File: src/rtl/uart_irq_pkg.sv
package uart_irq_pkg;

  localparam int unsigned SRC_N = 13;

  // source positions; software decodes these
  localparam int unsigned SRC_RX_TRIG   = 0;
  localparam int unsigned SRC_RX_EMPTY  = 1;
  localparam int unsigned SRC_RX_FULL   = 2;
  localparam int unsigned SRC_TX_EMPTY  = 3;
  localparam int unsigned SRC_TX_FULL   = 4;
  localparam int unsigned SRC_RX_OVR    = 5;
  localparam int unsigned SRC_FRAME_ERR = 6;
  localparam int unsigned SRC_PAR_ERR   = 7;
  localparam int unsigned SRC_RX_TOUT   = 8;
  localparam int unsigned SRC_MODEM_CHG = 9;
  localparam int unsigned SRC_TX_TRIG   = 10;
  localparam int unsigned SRC_TX_NFULL  = 11;
  localparam int unsigned SRC_TX_OVR    = 12;

  typedef enum logic [2:0] {
    SEL_NONE,
    SEL_SET,
    SEL_CLR,
    SEL_MASK,
    SEL_PEND
  } reg_sel_e;

endpackage

File: src/rtl/uart_irq_decode.sv
module uart_irq_decode
  import uart_irq_pkg::*;
#(
  parameter int unsigned ADDR_W = 8,
  parameter logic [ADDR_W-1:0] OFS_SET  = 'h08,
  parameter logic [ADDR_W-1:0] OFS_CLR  = 'h0C,
  parameter logic [ADDR_W-1:0] OFS_MASK = 'h10,
  parameter logic [ADDR_W-1:0] OFS_PEND = 'h14
) (
  input  logic [ADDR_W-1:0] addr_i,
  output reg_sel_e          sel_o
);

  always_comb begin
    sel_o = SEL_NONE;
    if (addr_i == OFS_SET)       sel_o = SEL_SET;
    else if (addr_i == OFS_CLR)  sel_o = SEL_CLR;
    else if (addr_i == OFS_MASK) sel_o = SEL_MASK;
    else if (addr_i == OFS_PEND) sel_o = SEL_PEND;
  end

endmodule

File: src/rtl/uart_irq_mask.sv
module uart_irq_mask #(
  parameter int unsigned N_SRC = 13
) (
  input  logic             clk_i,
  input  logic             rst_ni,
  input  logic [N_SRC-1:0] set_i,
  input  logic [N_SRC-1:0] clr_i,
  output logic [N_SRC-1:0] mask_o
);

  logic [N_SRC-1:0] mask_d;

  // clear dominates when both hit one bit
  assign mask_d = (mask_o | set_i) & ~clr_i;

  always_ff @(posedge clk_i or negedge rst_ni) begin
    if (!rst_ni) mask_o <= '0;
    else         mask_o <= mask_d;
  end

endmodule

File: src/rtl/uart_irq_status.sv
module uart_irq_status #(
  parameter int unsigned N_SRC = 13
) (
  input  logic             clk_i,
  input  logic             rst_ni,
  input  logic [N_SRC-1:0] evt_i,
  input  logic [N_SRC-1:0] clr_i,
  output logic [N_SRC-1:0] pend_o
);

  for (genvar g = 0; g < N_SRC; g++) begin : g_cell
    always_ff @(posedge clk_i or negedge rst_ni) begin
      if (!rst_ni)         pend_o[g] <= 1'b0;
      else if (evt_i[g])   pend_o[g] <= 1'b1;  // event beats clear
      else if (clr_i[g])   pend_o[g] <= 1'b0;
    end
  end

endmodule

File: src/rtl/uart_irq_unit.sv
module uart_irq_unit
  import uart_irq_pkg::*;
#(
  parameter int unsigned N_SRC  = SRC_N,
  parameter int unsigned ADDR_W = 8,
  parameter int unsigned DATA_W = 32,
  parameter logic [ADDR_W-1:0] OFS_SET  = 'h08,
  parameter logic [ADDR_W-1:0] OFS_CLR  = 'h0C,
  parameter logic [ADDR_W-1:0] OFS_MASK = 'h10,
  parameter logic [ADDR_W-1:0] OFS_PEND = 'h14
) (
  input  logic              clk_i,
  input  logic              rst_ni,
  input  logic              wr_en_i,
  input  logic              rd_en_i,
  input  logic [ADDR_W-1:0] addr_i,
  input  logic [DATA_W-1:0] wdata_i,
  output logic [DATA_W-1:0] rdata_o,
  input  logic [N_SRC-1:0]  evt_i,
  output logic              irq_o
);

  localparam int unsigned PAD_W = DATA_W - N_SRC;

  reg_sel_e         sel;
  logic [N_SRC-1:0] wbits;
  logic [N_SRC-1:0] mask_set, mask_clr, pend_clr;
  logic [N_SRC-1:0] mask_q, stat_q;
  logic [DATA_W-1:0] rd_mux;

  assign wbits = wdata_i[N_SRC-1:0];

  uart_irq_decode #(
    .ADDR_W(ADDR_W), .OFS_SET(OFS_SET), .OFS_CLR(OFS_CLR),
    .OFS_MASK(OFS_MASK), .OFS_PEND(OFS_PEND)
  ) u_dec (
    .addr_i(addr_i),
    .sel_o (sel)
  );

  assign mask_set = (wr_en_i && sel == SEL_SET)  ? wbits : '0;
  assign mask_clr = (wr_en_i && sel == SEL_CLR)  ? wbits : '0;
  assign pend_clr = (wr_en_i && sel == SEL_PEND) ? wbits : '0;

  uart_irq_mask #(.N_SRC(N_SRC)) u_mask (
    .clk_i (clk_i),
    .rst_ni(rst_ni),
    .set_i (mask_set),
    .clr_i (mask_clr),
    .mask_o(mask_q)
  );

  uart_irq_status #(.N_SRC(N_SRC)) u_stat (
    .clk_i (clk_i),
    .rst_ni(rst_ni),
    .evt_i (evt_i),
    .clr_i (pend_clr),
    .pend_o(stat_q)
  );

  always_comb begin
    unique case (sel)
      SEL_MASK: rd_mux = {{PAD_W{1'b0}}, mask_q};
      SEL_PEND: rd_mux = {{PAD_W{1'b0}}, stat_q};
      default:  rd_mux = '0;
    endcase
  end

  always_ff @(posedge clk_i or negedge rst_ni) begin
    if (!rst_ni) begin
      rdata_o <= '0;
      irq_o   <= 1'b0;
    end else begin
      rdata_o <= rd_en_i ? rd_mux : '0;
      irq_o   <= |(stat_q & mask_q);
    end
  end

endmodule

File: config.mk
export PLATFORM = sky130hd
export DESIGN_NAME = uart_irq_unit
export DESIGN_NICKNAME = d
export VERILOG_FILES = /design/src/rtl/uart_irq_pkg.sv /design/src/rtl/uart_irq_decode.sv /design/src/rtl/uart_irq_mask.sv /design/src/rtl/uart_irq_status.sv /design/src/rtl/uart_irq_unit.sv
export SDC_FILE = /design/constraint.sdc
export NUM_CORES = 1
export LEC_CHECK = 0
export ABC_AREA = 1
export BUFFER_PORTS_ARGS = -buffer_cell sky130_fd_sc_hd__buf_2
export CELL_PAD_IN_SITES_DETAIL_PLACEMENT = 0
export CELL_PAD_IN_SITES_GLOBAL_PLACEMENT = 1
export CORE_UTILIZATION = 30
export CTS_BUF_LIST = sky130_fd_sc_hd__clkbuf_16
export DETAILED_ROUTE_END_ITERATION = 16
export PLACE_DENSITY = 0.73
export RECOVER_POWER = 25
export SETUP_SLACK_MARGIN = 0.5
export SYNTH_ARGS = -nofsm -noshare
export SYNTH_HDL_FRONTEND = slang
export SYNTH_HIERARCHICAL = 1
export SYNTH_SLANG_ARGS = --single-unit
File: constraint.sdc
create_clock -name clk_i -period 1.3 [get_ports clk_i]
set_input_delay 0.13 -clock clk_i [delete_from_list [all_inputs] [get_ports clk_i]]
set_output_delay 0.13 -clock clk_i [all_outputs]
set_load 0.005 [all_outputs]
==> impl_metrics.json <==
{
  "ir_drop_v": 0.000581,
  "cp_data_required_time_ps": 1470,
  "max_cap_viol_count": 0,
  "first_pass_iters": 4,
  "grt_start_max_net_pins": 26,
  "io_pins": 90,
  "track_usage_pct": 15.1,
  "cts.sinks": 40,
  "antenna_found_initial": 0,
  "clk_latency_ps": 280,
  "worst_slack_ps": 255,
  "skew_ps": 4.64,
  "vias": 2034,
  "synthTopCellsByArea": "dfrtp_1 (45%), nor2_1 (10%), nand2_1 (9.5%)",
  "worst_pin_slew_ps": 989,
  "die_w_um": 87.9,
  "dieArea_mm2": 0.00773,
  "hold_violations": 15,
  "coreArea_mm2": 0.00698,
  "ys_seq_area_share_pct": 45.2,
  "htree_levels": 2,
  "layout_common_cells": "nand2_1 (48), nor2_1 (46), inv_1 (44), buf_2 (42), dfrtp_1 (40)",
  "synth_cell_types": 17,
  "relSlewSlack_pct": 34.0,
  "root_buffer": "clkbuf_16",
  "dp.final_hpwl_mm": 3.82,
  "synth-seq-cells": 40,
  "gp_congestion": 0.784,
  "drc_errors": 0,
  "synth_top_family_by_area": "simple AND/OR/NAND/NOR gates",
  "grt-ovfl-total": 0,
  "final_common_cell": "nand2_1",
  "holdWs_ps": -13.1,
  "yosysTopAreaCellShare_pct": 45.2,
  "synth_compound_area_share_pct": 2.94,
  "cellPowerDensity_mw_per_mm2": 976,
  "synth_xor_area_share_pct": 0,
  "clkTransAtPathRegs_ps": 60,
  "cts_tree": "done",
  "crit_path_start_kind": "primary input",
  "path_max_fanout": 5,
  "finalMaxSlewViolations": 0,
  "fin_crit_sh_pct": 80.4,
  "synth-adder-area-share_pct": 0,
  "port_buffers": 51,
  "final-setup-viol-count": 0,
  "synthSimpleGateAreaFrac_pct": 33.3,
  "grt_pass1_wl_mm": 8.85,
  "die_h_um": 87.9,
  "placed_area_mm2": 0.00265,
  "ant_nets": 0,
  "start_util_pct": 31.7,
  "crit_type": "in -> reg",
  "syn_avg_cell_area_um2": 7.31,
  "routedWlPerCell_um": 11.4,
  "place_ws_ps": -158,
  "rsz0062_at_grt": "yes",
  "crit_path_end_kind": "register",
  "nets": 433,
  "clk_path_buf_depth": 2,
  "violations": "hold timing",
  "drt_iter0_markers": 82,
  "fmax_mhz": 956,
  "stdcell_area_mm2": 0.00319,
  "leakage_nw": 1.64,
  "yosys_warnings": 6,
  "grt_pass1_vias": 1870,
  "syn_area_mm2": 0.00222,
  "worst_ep_arrival_time_ps": 1220,
  "hold_path.class": "in -> async",
  "post_synth_inst_count": 303,
  "muxShareOfSynthArea_pct": 0,
  "fin_crit_ps": 1050,
  "synth_top_area_cell": "dfrtp_1",
  "area_growth_pct": 44.0,
  "diodes": 0,
  "layout-drive-gt1-share_pct": 38.5,
  "status": "complete, but fails checks",
  "rows": 30,
  "cts_buffers": 5,
  "fillCellCount": 746,
  "via_per_inst": 4.30,
  "wirelength_mm": 5.38
}
==> registers in the layout, indices dropped and copies added (netlist names) <==
signal	flops
irq_o	1
rdata_o	13
u_mask/mask_o	13
u_stat/pend_o	13
==> synth_stat cells <==
master	instances
conb_1	1
nand3_2	2
nand3_1	14
nor2_4	1
nand2_1	56
buf_4	21
a21oi_1	13
buf_6	1
nand2_2	3
nor2_2	14
nand4_1	15
nor2_1	60
buf_2	6
dfrtp_1	40
inv_2	6
inv_1	49
clkbuf_1	1
==> logic make-up (layout without fill, tap and decap cells) <==
logic type,Yosys count,count (layout)
simple gates,165,165
compound gates,13,13
flops,40,40
other cells,1,19
buf+inv,84,140
==> worst max-delay path, stage by stage <==
cell     delay (ps)
buf_8           100
inv_8            50
nand2_4          40
nor2_4          140
inv_2            60
nor2_4          160
inv_2            80
nand4_1         110
buf_4           160
nor2_1           40
nor2_1           90
nor2_1           60
==> per-stage QoR <==
step | std cells | setup TNS (ps) | total power, mW | utilization [%]
final | 473 | 0 | 3.11 | 45.7
after global placement | 455 | -2570 | 1.66 | 38.0
after CTS | 472 | 0 | 3.12 | 44.1
after detailed placement | 455 | -4130 | 1.66 | 38.0
after floorplan | 321 | 0 | 1.55 | -
after global routing | 473 | 0 | 3.24 | 45.7
==> repair_timing <==
item	in CTS	in global routing
endpoints found under the setup margin	54	54
pin swaps	31	15
resized for setup	50	30
endpoints found under the hold margin	15	15
setup buffers	9	1
==> routing by layer <==
metal / track usage, % / share of wire, % / vias to the layer above
li1: - / - / 1021
met1: 18.3 / 43 / 958
met2: 26.1 / 51 / 45
met3: 3.11 / 3.5 / 10
met4: 6.11 / 2.0 / 0
met5: 0 / 0 / -
==> area by class of cell <==
cell class                 count  area (um^2)  area share (%)
multi-input combinational    197         1090            34.2
tap                           96          120            3.76
timing repair buffer          77          566            17.7
clock buffer                   5          125            3.92
clock inverter                 3         42.5            1.33
sequential                    40         1000            31.4
inverter                      55          244            7.65
==> where the power goes <==
group          switching, mW  internal, mW
Clock                  0.501         0.902
Sequential            0.0296          1.30
Combinational          0.223         0.163
==> path summary, 6_finish.rpt <==
kind	startpoint	end	slack [ps]	depth (start not counted)
worst max-delay path	addr_i[5]	u_mask/mask_o[4]$_DFF_PN0_	250	12
worst min-delay path	rst_ni	rdata_o[5]$_DFF_PN0_	-10	1
worst max register to register	u_mask/mask_o[6]$_DFF_PN0_	irq_o$_DFF_PN0_	430	6
worst min register to register	u_stat/pend_o[8]$_DFFE_PN0P_	u_stat/pend_o[8]$_DFFE_PN0P_	510	2
max in group asynchronous	rst_ni	u_mask/mask_o[10]$_DFF_PN0_	660	2
min in group clk_i	evt_i[7]	u_stat/pend_o[7]$_DFFE_PN0P_	20	3
Note: power is estimated with default switching activity, not from simulation.
